[src/rtl/rvm_pkg.sv]
package rvm_pkg;
   typedef enum logic {
      MS_IDLE  = 1'b0,
      MS_ARMED = 1'b1
   } mon_state_t;
endpackage

[src/rtl/rvm_match.sv]
// Decodes one status field against the configured trigger code.
module rvm_match #(
   parameter int          STW  = 2,
   parameter logic [31:0] CODE = 32'd1
) (
   input  logic [STW-1:0] code_i,
   output logic           hit_o
);
   localparam logic [STW-1:0] CODE_W = CODE[STW-1:0];

   always_comb hit_o = (code_i == CODE_W);
endmodule

[src/rtl/rvm_window.sv]
// Tick counter for one response window.
module rvm_window #(
   parameter int WIN_TICKS = 500
) (
   input  logic clk,
   input  logic rst,
   input  logic start_i,
   input  logic advance_i,
   output logic last_o
);
   localparam int CW = (WIN_TICKS < 2) ? 1 : $clog2(WIN_TICKS);
   localparam logic [CW-1:0] LAST_CNT = CW'(WIN_TICKS - 1);

   logic [CW-1:0] cnt_q;

   always_ff @(posedge clk) begin
      if (rst)            cnt_q <= '0;
      else if (start_i)   cnt_q <= '0;
      else if (advance_i) cnt_q <= cnt_q + 1'b1;
   end

   always_comb last_o = (cnt_q == LAST_CNT);
endmodule

[src/rtl/rvm_monitor.sv]
// One timed requirement: trigger decode, window, sticky flags.
module rvm_monitor
   import rvm_pkg::*;
#(
   parameter int          STW       = 2,
   parameter logic [31:0] TRIG_CODE = 32'd1,
   parameter int          WIN_TICKS = 500
) (
   input  logic           clk,
   input  logic           rst,
   input  logic           tick,
   input  logic [STW-1:0] code_i,
   input  logic           resp_i,
   output logic           eval_o,
   output logic           viol_o,
   output logic           busy_o
);
   mon_state_t st_q;
   logic       trig;
   logic       last;
   logic       start;
   logic       met;
   logic       expire;
   logic       advance;

   rvm_match #(.STW(STW), .CODE(TRIG_CODE)) u_match (
      .code_i (code_i),
      .hit_o  (trig)
   );

   always_comb begin
      start   = (st_q == MS_IDLE) && trig && !resp_i;
      met     = ((st_q == MS_IDLE) && trig && resp_i) ||
                ((st_q == MS_ARMED) && resp_i);
      advance = (st_q == MS_ARMED) && !resp_i && tick;
      expire  = advance && last;
   end

   rvm_window #(.WIN_TICKS(WIN_TICKS)) u_win (
      .clk       (clk),
      .rst       (rst),
      .start_i   (start),
      .advance_i (advance),
      .last_o    (last)
   );

   always_ff @(posedge clk) begin
      if (rst) begin
         st_q   <= MS_IDLE;
         eval_o <= 1'b0;
         viol_o <= 1'b0;
      end else begin
         if (start)             st_q <= MS_ARMED;
         else if (met || expire) st_q <= MS_IDLE;
         if (met || expire) eval_o <= 1'b1;
         if (expire)        viol_o <= 1'b1;
      end
   end

   always_comb busy_o = (st_q == MS_ARMED);
endmodule

[src/rtl/rvm_verdict.sv]
// Combines N monitor flags into pass / fail.
module rvm_verdict #(
   parameter int N   = 4,
   parameter bit REG = 1'b0
) (
   input  logic         clk,
   input  logic         rst,
   input  logic [N-1:0] eval_i,
   input  logic [N-1:0] viol_i,
   output logic         pass_o,
   output logic         fail_o
);
   logic pass_c;
   logic fail_c;

   always_comb begin
      fail_c = |viol_i;
      pass_c = (&eval_i) && !fail_c;
   end

   if (REG) begin : g_reg
      always_ff @(posedge clk) begin
         if (rst) begin
            pass_o <= 1'b0;
            fail_o <= 1'b0;
         end else begin
            pass_o <= pass_c;
            fail_o <= fail_c;
         end
      end
   end else begin : g_comb
      logic unused_clk;
      always_comb begin
         unused_clk = clk ^ rst;
         pass_o     = pass_c;
         fail_o     = fail_c;
      end
   end
endmodule

[src/rtl/rvm_array.sv]
// Array of timed requirement monitors with a joint verdict.
module rvm_array #(
   parameter int          N_MON        = 4,
   parameter int          STW          = 2,
   parameter logic [31:0] CAUTION_CODE = 32'd1,
   parameter int          WIN_TICKS    = 500,
   parameter bit          REG_VERDICT  = 1'b0
) (
   input  logic                 clk,
   input  logic                 rst,
   input  logic                 tick,
   input  logic [N_MON*STW-1:0] status,
   input  logic [N_MON-1:0]     resp,
   output logic [N_MON-1:0]     evaluated,
   output logic [N_MON-1:0]     violated,
   output logic                 test_pass,
   output logic                 test_fail
);
   if (N_MON < 1)                     begin : g_bad_n   $error("N_MON must be at least 1"); end
   if (STW < 1)                       begin : g_bad_w   $error("STW must be at least 1"); end
   if (WIN_TICKS < 1)                 begin : g_bad_win $error("WIN_TICKS must be at least 1"); end
   if (CAUTION_CODE >= (64'd1 << STW)) begin : g_bad_c  $error("CAUTION_CODE does not fit STW"); end

   logic [N_MON-1:0] mon_busy;

   for (genvar i = 0; i < N_MON; i++) begin : g_mon
      rvm_monitor #(
         .STW       (STW),
         .TRIG_CODE (CAUTION_CODE),
         .WIN_TICKS (WIN_TICKS)
      ) u_mon (
         .clk    (clk),
         .rst    (rst),
         .tick   (tick),
         .code_i (status[i*STW +: STW]),
         .resp_i (resp[i]),
         .eval_o (evaluated[i]),
         .viol_o (violated[i]),
         .busy_o (mon_busy[i])
      );
   end

   rvm_verdict #(.N(N_MON), .REG(REG_VERDICT)) u_verdict (
      .clk    (clk),
      .rst    (rst),
      .eval_i (evaluated),
      .viol_i (violated),
      .pass_o (test_pass),
      .fail_o (test_fail)
   );
endmodule

[config.mk]
export PLATFORM = sky130hd
export DESIGN_NAME = rvm_array
export DESIGN_NICKNAME = d
export VERILOG_FILES = /design/src/rtl/rvm_pkg.sv /design/src/rtl/rvm_match.sv /design/src/rtl/rvm_window.sv /design/src/rtl/rvm_monitor.sv /design/src/rtl/rvm_verdict.sv /design/src/rtl/rvm_array.sv
export SDC_FILE = /design/constraint.sdc
export NUM_CORES = 1
export LEC_CHECK = 0
export ABC_AREA = 1
export BUFFER_PORTS_ARGS = -buffer_cell sky130_fd_sc_hd__buf_2
export CORE_MARGIN = 2
export CORE_UTILIZATION = 58
export CTS_BUF_LIST = sky130_fd_sc_hd__clkbuf_4 sky130_fd_sc_hd__clkbuf_8 sky130_fd_sc_hd__clkbuf_16
export CTS_CLUSTER_DIAMETER = 100
export CTS_CLUSTER_SIZE = 28
export DETAILED_ROUTE_END_ITERATION = 8
export MAX_ROUTING_LAYER = met4
export PLACE_DENSITY_LB_ADDON = 0.12
export SYNTH_ARGS = -nofsm -noshare
export SYNTH_HDL_FRONTEND = slang
export SYNTH_SLANG_ARGS = --single-unit
[constraint.sdc]
create_clock -name clk -period 1.45 [get_ports clk]
set_input_delay 0.29 -clock clk [delete_from_list [all_inputs] [get_ports clk]]
set_output_delay 0.29 -clock clk [all_outputs]
set_load 0.01 [all_outputs]
# Word-level counts from Yosys, hierarchy flattened
# Cells that the tools add are included.
[word_totals]
ff_bits = 48
input_bits = 15
out_inout_bits = 10
wordCells = 92
[op_classes]
add_sub_neg = 4
eq_ne = 8
mux = 8
bitwise_logic = 4
n_reduce_logical = 52
[ops]
columns = ["operator", "count"]
rows = [
  ["$add 9x1->9 const B", 4],
  ["$eq 9x9->1 const B", 4],
  ["$logic_and 1x1->1", 29],
  ["$eq 2x1->1 const B", 4],
  ["$logic_or 1x1->1", 8],
  ["$mux 1", 8],
  ["$reduce_bool 2->1", 4],
  ["$reduce_or 2->1", 4],
  ["$logic_not 1->1", 5],
  ["$not 1->1", 4],
  ["$reduce_and 4->1", 1],
  ["$reduce_or 4->1", 1],
]

# Depth between registers and ports, before layout
# Gate-level depths: netlist (run 1).
[logic_depth]
word_depth = 7
ltp_mapped = 7
depth_no_buf = 7

# Hierarchy
# From an unflattened synthesis (run 1), not the netlist that was laid out.
[unflattened]
hier_cells = 369
area_unflattened_um2 = 2481.1
[modules_own_cells]
columns = ["mod", "n_inst", "cells_each", "area_each_um2", "seq_area_each_um2"]
rows = [
  ["rvm_window", 4, 65, 455.4, 180.2],
  ["rvm_monitor", 4, 23, 146.4, 60.1],
  ["rvm_match", 4, 2, 10.0, 0.0],
  ["rvm_verdict", 1, 9, 33.8, 0.0],
]

# Worst setup path after synthesis (run 1)
# OpenSTA, ideal clock, no wires.
[synth_timing]
path_kind = "register -> register"
startpoint = "register g_mon[3].u_mon.u_win.cnt_q[0]"
endpoint = "register g_mon[3].u_mon.u_win.cnt_q[6]"
setup_time_ns = 0.126
arrival_ns = 1.048
required_ns = 1.324
slack_ns = 0.276
stages_incl_launch_ff = 7
n_path_buf = 0
period_less_slack_ns = 1.174
path_cell_list = "dfxtp_1 > ha_1 > nand3_1 > nor2_1 > nand3_1 > nand2_1 > a21oi_1"
[synth_between]
elab_chain_cells = 1
[synth_lines]
columns = ["element", "line_no", "text"]
rows = [
  ["start, declared", "rvm_window.sv:14", "logic [CW-1:0] cnt_q;"],
  ["start signal, assigned", "rvm_window.sv:19", "else if (advance_i) cnt_q <= cnt_q + 1'b1;"],
  ["$add 9x1->9", "rvm_window.sv:19", ""],
]
# Every way passes these cells.
# A chain may end at the register's enable or synchronous reset.

# Final worst setup path (run 1)
[layout_timing]
startpoint = "register g_mon[2].u_mon.viol_o"
endpoint = "output port test_pass"
[layout_between]
elab_chain_cells = 3
[layout_lines]
columns = ["element", "line_no", "text"]
rows = [
  ["start, declared", "rvm_monitor.sv:15", "output logic viol_o,"],
  ["start signal, assigned", "rvm_monitor.sv:51", "viol_o <= 1'b0;"],
  ["start signal, assigned", "rvm_monitor.sv:56", "if (expire) viol_o <= 1'b1;"],
  ["$reduce_or 4->1", "rvm_verdict.sv:17", "fail_c = |viol_i;"],
  ["$logic_not 1->1", "rvm_verdict.sv:18", "pass_c = (&eval_i) && !fail_c;"],
  ["$logic_and 1x1->1", "rvm_verdict.sv:18", ""],
  ["end, declared", "rvm_array.sv:16", "output logic test_pass,"],
]
# Every way passes these cells.

==> out/qor.log, run 1 <==
[run_status] outcome finished, final reports clean
[sta] RSZ-0062 raised after global routing yes
[layout] number of nets at the end of the flow 391
[detailed_routing] Routed WL 4.738 mm
[worst_setup_path] critical path endpoint category output pin
[layout] area of combinational cells with multiple inputs 1089 sq um
[synthesis] top cells by area in the synthesized netlist sky130_fd_sc_hd__dfxtp_1, sky130_fd_sc_hd__nand2_1, sky130_fd_sc_hd__a21oi_1, sky130_fd_sc_hd__inv_1, sky130_fd_sc_hd__nand3_1
[detailed_routing] number of vias per cell 5.188
[synthesis] Yosys top cell by area sky130_fd_sc_hd__dfxtp_1
[grt] Total Routing Usage GR 0.2355
[synthesis] sequential-to-total area share from yosys stat 0.4140
[detailed_routing] First-pass DRT Iterations 5
[worst_setup_path] Setup CP Type flip-flop to output pin
[clock_tree] number of buffers inserted to repair setup after CTS 0
[clock_tree] cell at the root of the clock tree sky130_fd_sc_hd__clkbuf_8
[worst_setup_path] top fanout value on the critical path 2
[clock_tree] clock tree buffer depth 2
[min_path] min-delay worst type input pin to flip-flop
[die] row cnt 22
[sta] final count of hold timing violations 0
[power_and_ir_drop] worst ir drop on vdd 0.7574 mV
[sta] time the worst path needs with I/O delays and setup 1.344 ns
[sta] total of endpoints with negative setup slack in the final report 0
[layout] number of inserted filler cells in the final layout 317
[sta] transition time of the tightest slew-check pin 0.3373 ns
[synthesis] number of distinct library cells after synthesis 15
[placed_design] RePlAce Congestion 0.8522
[min_path] Hold Path Origin resp[1]
[layout] sequential cell area 962.2 sq um
[grt] first-pass GRT wire length 7.928 mm
[layout] Area growth, synth to finish 12.02%
[die] core region area 3744 sq um
[detailed_routing] via count 2184
[die] Starting Density 0.6200
[sta] clock skew after layout 0.008094 ns
[synthesis] Mapped Avg Cell Area 6.708 sq um
[sta] relative slew slack 0.7734
[sta] Final Cycle Share 0.9268
[clock_tree] clock tree from TritonCTS done
[layout] post-route design area 2600 sq um
[placed_design] count of input and output buffers 24
[synthesis] synthesized netlist cell count 346
[synthesis] Yosys top cell area share 0.4140
[worst_setup_path] worst flop-to-flop path startpoint g_mon[3].u_mon.u_win.cnt_q[0]
[detailed_routing] WL/cell 11.25 um
[power_and_ir_drop] switching power summed over all nets 0.5318 mW
[clock_tree] Sink Count 48
[sta] upper clock frequency limit 744.2 MHz
[detailed_routing] number of nets with antenna violations after detailed routing 0
[clock_tree] Inserted Clock Buffers 5
[detailed_routing] DRC errors left 0
[power_and_ir_drop] part of the power in combinational logic 0.047
[synthesis] number of flops mapped to enable cells by yosys 0
[worst_setup_path] Setup crit start kind flip-flop
[worst_setup_path] critical path startpoint g_mon[2].u_mon.viol_o
[synthesis] post-synthesis async set-or-reset flop share 0
[synthesis] leading cell types by count after synthesis sky130_fd_sc_hd__nand2_1, sky130_fd_sc_hd__inv_1, sky130_fd_sc_hd__dfxtp_1
[clock_tree] # resized after CTS 0
[grt] antenna violations before repair 0
[synthesis] flip-flop and latch count after synthesis 48
[layout] antenna diode instance count 0
[layout] final cell utilization of the core 0.6945
[clock_tree] clock latency reported for the late side of the worst-skew pair 0.30 ns
[sta] final count of pins violating max slew 0
[flow_run] max-cap check violation count 0
[synthesis] number of warnings reported in the yosys synthesis log 0
[worst_setup_path] required arrival time at the worst endpoint 1.16 ns
[layout] fraction of layout cells with a size suffix above 1 0.1260
[power_and_ir_drop] internal power consumption 1.935 mW
[die] die span in y 67.26 um
[power_and_ir_drop] leakage power total 1.085 nW
[sta] Hold WS 0.2896 ns
[clock_tree] Clock Pin Slew Worst Setup and Hold Paths 0.08 ns
[detailed_routing] initial drt markers 152
[synthesis] number of nets in the synthesized netlist 365
[die] die area 4524 sq um
[clock_tree] # hold bufs at CTS 0
[power_and_ir_drop] switch share 0.2156
[grt] final global-route overflow total 0
[synthesis] most used flip-flop cell after synthesis sky130_fd_sc_hd__dfxtp_1
[grt] vias in the first global route 1937
[die] I/O pin cnt 25
[power_and_ir_drop] areal power density over the cells 948.8 nW/um^2
[grt] pin count of the biggest net entering global routing 16
[die] die width 67.26 um
[power_and_ir_drop] Clock power frac 0.409
[worst_setup_path] arrival time at the worst endpoint 1.05 ns
[placed_design] area post-placement 2467 sq um
[placed_design] DPL Wire Length 3.441 mm
[power_and_ir_drop] sequential power share 0.544
[clock_tree] CTS H-Tree Depth 2
[synthesis] synthesized area 2321 sq um
[synthesis] most used standard cell by instance count after synthesis sky130_fd_sc_hd__nand2_1
state kept, by name (all words and copies together) (netlist names):
signal / cells
g_mon.u_mon.busy_o: 4
g_mon.u_mon.viol_o: 4
g_mon.u_mon.u_win.cnt_q: 36
g_mon.u_mon.eval_o: 4
power by group through the flow:
| stage | clock (mW) | combinational, mW | sequential [mW] |
|---|---|---|---|
| 6_report | 1.01 | 0.116 | 1.34 |
| 3_5_place_dp | 0 | 0.115 | 1.37 |
| 4_1_cts | 1.02 | 0.116 | 1.34 |
| 3_3_place_gp | 0 | 0.113 | 1.37 |
| 5_1_grt | 1.07 | 0.131 | 1.34 |
| 2_1_floorplan | 0 | 0.0752 | 1.37 |
worst max-delay path, cell delays in order (launching register included):
cell and delay, ns:
sky130_fd_sc_hd__dfxtp_1 0.32, sky130_fd_sc_hd__inv_1 0.07, sky130_fd_sc_hd__nand4_1 0.12, sky130_fd_sc_hd__nor2_1 0.12, sky130_fd_sc_hd__buf_2 0.13
final timing paths:
check,to,slack (ns),cells after the start
min,g_mon[1].u_mon.eval_o,0.29,3
max reg2reg,g_mon[3].u_mon.u_win.cnt_q[6],0.11,6
max,test_pass,0.11,4
min reg2reg,g_mon[0].u_mon.viol_o,0.48,2
cells by family (layout without fill, tap and decap cells):
kind of cell	Yosys count	count (layout)	share of synthesized area
AOI/OAI and AO/OA	55	55	0.1186
adders and majority gates	4	4	0.02156
buffers and inverters	67	94	0.1213
DFF	48	48	0.4140
and+or+nand+nor	172	172	0.3245
layer usage:
| layer | global-route usage | vias up | routed length [um] |
|---|---|---|---|
| li1 | - | 1153 | - |
| met3 | 0.04167 | 6 | 241 |
| met2 | 0.3960 | 56 | 2179 |
| met5 | - | - | 0 |
| met1 | 0.2841 | 969 | 2254 |
| met4 | 0.08163 | 0 | 63 |
cell usage in the layout, fill, tap and decap left out, types with 6 or more instances in the layout:
master and n:
sky130_fd_sc_hd__nand3_1 30, sky130_fd_sc_hd__inv_1 56, sky130_fd_sc_hd__buf_2 24, sky130_fd_sc_hd__clkbuf_8 6, sky130_fd_sc_hd__nor2_1 23, sky130_fd_sc_hd__o21ai_0 9
sky130_fd_sc_hd__nand4_1 12, sky130_fd_sc_hd__nand3b_1 6, sky130_fd_sc_hd__dfxtp_1 47, sky130_fd_sc_hd__nand2_1 89, sky130_fd_sc_hd__a21oi_1 46
cell type report:
class	instances	share of cell area
Multi-Input combinational cell	231	0.4187
Timing Repair Buffer	28	0.05775
Clock inverter	2	0.01492
Inverter	58	0.08373
Tap cell	48	0.02310
Clock buffer	6	0.03176
Sequential cell	48	0.3701
stage by stage:
| stage | power [mW] | std cells | worst slack [ns] | setup TNS, ns |
|---|---|---|---|---|
| final | 2.467 | 421 | 0.1062 | 0 |
| after global routing | 2.544 | 421 | -0.01381 | -0.01381 |
| after CTS | 2.480 | 421 | 0.06458 | 0 |
| after detailed placement | 1.488 | 413 | 0.01783 | 0 |
| after global placement | 1.486 | 413 | 0.07931 | 0 |
| after floorplan | 1.444 | 346 | 0.2763 | 0 |
(Power assumes the default switching activity.)
==> run 2: changes to the inputs <==
==> constraint.sdc (replaced) <==
create_clock -name clk -period 1.45 [get_ports clk]
set_input_delay 0 -clock clk [delete_from_list [all_inputs] [get_ports clk]]
set_output_delay 0 -clock clk [all_outputs]
set_load 0.01 [all_outputs]
==> run 2 against run 1 <==
  * Setup slack better by 0.0080 ns
  * Global-route usage is 0.56 points higher
  * Flip-flop and latch count stayed put
  * Clock power hardly changed
  * Count of clock-buffer cells in the layout stayed put
  * First-iteration DRC count is 39% lower
  * Critical path type is now input pin to flip-flop
  * Critical endpoint is now g_mon[0].u_mon.busy_o
  * Largest power group unchanged
==> out/qor.log, run 2 (synthesized netlist as in run 1, its figures left out) <==
[clock_tree] clock tree buffer depth 2 [unchanged]
[layout] final cell count without fillers 423 [+0.48%]
[layout] final cell utilization of the core 0.6989 [+0.004345]
[placed_design] Inst Count DP 412 [-0.24%]
[sta] Final Cycle Share 0.9212 [-0.005532]
[sta] clock skew after layout 0.01001 ns [+0.001918 ns]
[die] die span in y 67.26 um [unchanged]
[power_and_ir_drop] leakage power total 1.088 nW [+0.34%]
[sta] final count of hold timing violations 0 [unchanged]
[power_and_ir_drop] sum of internal, switching and leakage power 2.443 mW [-0.97%]
[die] die width 67.26 um [unchanged]
[run_status] outcome finished, final reports clean
[detailed_routing] initial drt markers 93 [-39%]
[sta] time the worst path needs with I/O delays and setup 1.336 ns [-0.008022 ns]
[placed_design] area post-placement 2460 sq um [-0.30%]
[detailed_routing] WL/cell 11.09 um [-1.4%]
[grt] Total Routing Usage GR 0.2411 [+0.005580]
[layout] number of inserted filler cells in the final layout 334 [+5.4%]
[die] die area 4524 sq um [unchanged]
[clock_tree] clock latency reported for the late side of the worst-skew pair 0.30 ns [about the same]
[layout] fraction of layout cells with a size suffix above 1 0.1147 [-0.01134]
[layout] antenna diode instance count 0 [unchanged]
[power_and_ir_drop] areal power density over the cells 933.8 nW/um^2 [-1.6%]
[clock_tree] clock tree from TritonCTS done
[sta] Hold WS 0.009482 ns [-0.2802 ns]
[detailed_routing] number of nets with antenna violations after detailed routing 0 [unchanged]
[grt] first-pass GRT wire length 8.114 mm [+2.3%]
[detailed_routing] DRC errors left 0 [unchanged]
[layout] Area growth, synth to finish 12.72%
[placed_design] DPL Wire Length 3.387 mm [-1.6%]
[min_path] number of cells traversed by the worst hold path 3 [unchanged]
[sta] final count of pins violating max slew 0 [unchanged]
[clock_tree] Inserted Clock Buffers 5 [unchanged]
[worst_setup_path] cells on worst reg2reg path 6 [unchanged]
[grt] vias in the first global route 2038 [+5.2%]
[min_path] min-delay worst type input pin to flip-flop
[clock_tree] Sink Count 48 [unchanged]
[placed_design] count of input and output buffers 24 [unchanged]
[sta] upper clock frequency limit 748.6 MHz [+0.60%]
[sta] transition time of the tightest slew-check pin 0.3683 ns [+0.03094 ns]
[layout] max reg flops 36 [unchanged]
[die] core region area 3744 sq um [unchanged]
[grt] antenna violations before repair 0 [unchanged]
[layout] Largest Register g_mon.u_mon.u_win.cnt_q
[detailed_routing] number of vias per cell 5.125 [-1.2%]
[clock_tree] CTS H-Tree Depth 2 [unchanged]
[worst_setup_path] Setup crit start kind input pin
[sta] Setup Total Neg Slack 0 ns [unchanged]
[flow_run] max-cap check violation count 0 [unchanged]
[worst_setup_path] Setup CP Type input pin to flip-flop
[die] row cnt 22 [unchanged]
[layout] most common cell after layout, fill and taps aside sky130_fd_sc_hd__nand2_1
[grt] final global-route overflow total 0 [unchanged]
[placed_design] RePlAce Congestion 0.8155 [-4.3%]
[grt] pin count of the biggest net entering global routing 15 [-1]
[sta] min setup slack post-route 0.1142 ns [+0.008022 ns]
[worst_setup_path] critical path endpoint category flip-flop
[sta] relative slew slack 0.7538 [-0.01959]
[worst_setup_path] top fanout value on the critical path 8 [+6]
[detailed_routing] via count 2168 [-0.73%]
[die] I/O pin cnt 25 [unchanged]
[sta] RSZ-0062 raised after global routing yes
[layout] number of nets at the end of the flow 393 [+0.51%]
[layout] highest-count cells in the layout ignoring fill and taps sky130_fd_sc_hd__nand2_1, sky130_fd_sc_hd__inv_1, sky130_fd_sc_hd__dfxtp_1
[clock_tree] cell at the root of the clock tree sky130_fd_sc_hd__clkbuf_8
[sta] total of endpoints with negative setup slack in the final report 0 [unchanged]
[worst_setup_path] arrival time at the worst endpoint 1.54 ns [+0.49 ns]
[die] Starting Density 0.6200 [unchanged]
[detailed_routing] First-pass DRT Iterations 4 [-1]
[clock_tree] Clock Pin Slew Worst Setup and Hold Paths 0.09 ns [about the same]
[detailed_routing] Routed WL 4.692 mm [-0.97%]
[clock_tree] number of buffers inserted to repair setup after CTS 0 [unchanged]
[worst_setup_path] required arrival time at the worst endpoint 1.66 ns [+0.50 ns]
[layout] post-route design area 2616 sq um [+0.63%]
[power_and_ir_drop] worst ir drop on vdd 0.6673 mV [-12%]
[placed_design] worst slack at placement 0.1490 ns [+0.1312 ns]
## run 2: final cells by class
class,count,area [sq um],area share
well taps,48,60.06,0.02296
repair buffers,30,172.7,0.06600
multi-input cells,231,1094,0.4180
flip-flops and latches,48,960.9,0.3673
clock inverters,2,35.03,0.01339
inverters,58,217.7,0.08321
clock buffers,6,76.32,0.02917
## run 2: final timing paths
kind | start | endpoint | slack [ns]
hold reg to reg | g_mon[1].u_mon.u_win.cnt_q[6] | g_mon[1].u_mon.u_win.cnt_q[6] | 0.48
setup reg to reg | g_mon[0].u_mon.u_win.cnt_q[0] | g_mon[0].u_mon.busy_o | 0.16
hold / removal | status[0] | g_mon[0].u_mon.busy_o | 0.009
setup / recovery | resp[0] | g_mon[0].u_mon.busy_o | 0.11
## run 2: layer usage
layer	share of wire	vias up	wire, um	GRT usage
met5	0	-	0	-
met3	0.042	7	196	0.04167
met4	0.015	0	72	0.08929
met1	0.49	961	2303	0.2775
li1	-	1158	-	-
met2	0.45	42	2119	0.4196
## run 2: report_power, final
group          internal [mW]  switching (mW)
Sequential              1.33          0.0122
Combinational         0.0472          0.0767
Clock                  0.531           0.446
## run 2: critical path, stage by stage
cell and delay (ns):
sky130_fd_sc_hd__dlygate4sd3_1 0.53, sky130_fd_sc_hd__buf_2 0.13, sky130_fd_sc_hd__inv_1 0.07, sky130_fd_sc_hd__nand3_1 0.19
sky130_fd_sc_hd__nor2_1 0.29, sky130_fd_sc_hd__nand3_1 0.18, sky130_fd_sc_hd__nand2_1 0.10, sky130_fd_sc_hd__a21oi_1 0.06
## run 2: timing repair
item / 4_1_cts / 5_1_grt
gates resized for setup: 0 / 5
setup endpoints to repair: 0 / 10
endpoints found under the hold margin: 3 / 0
hold buffers: 3 / 0
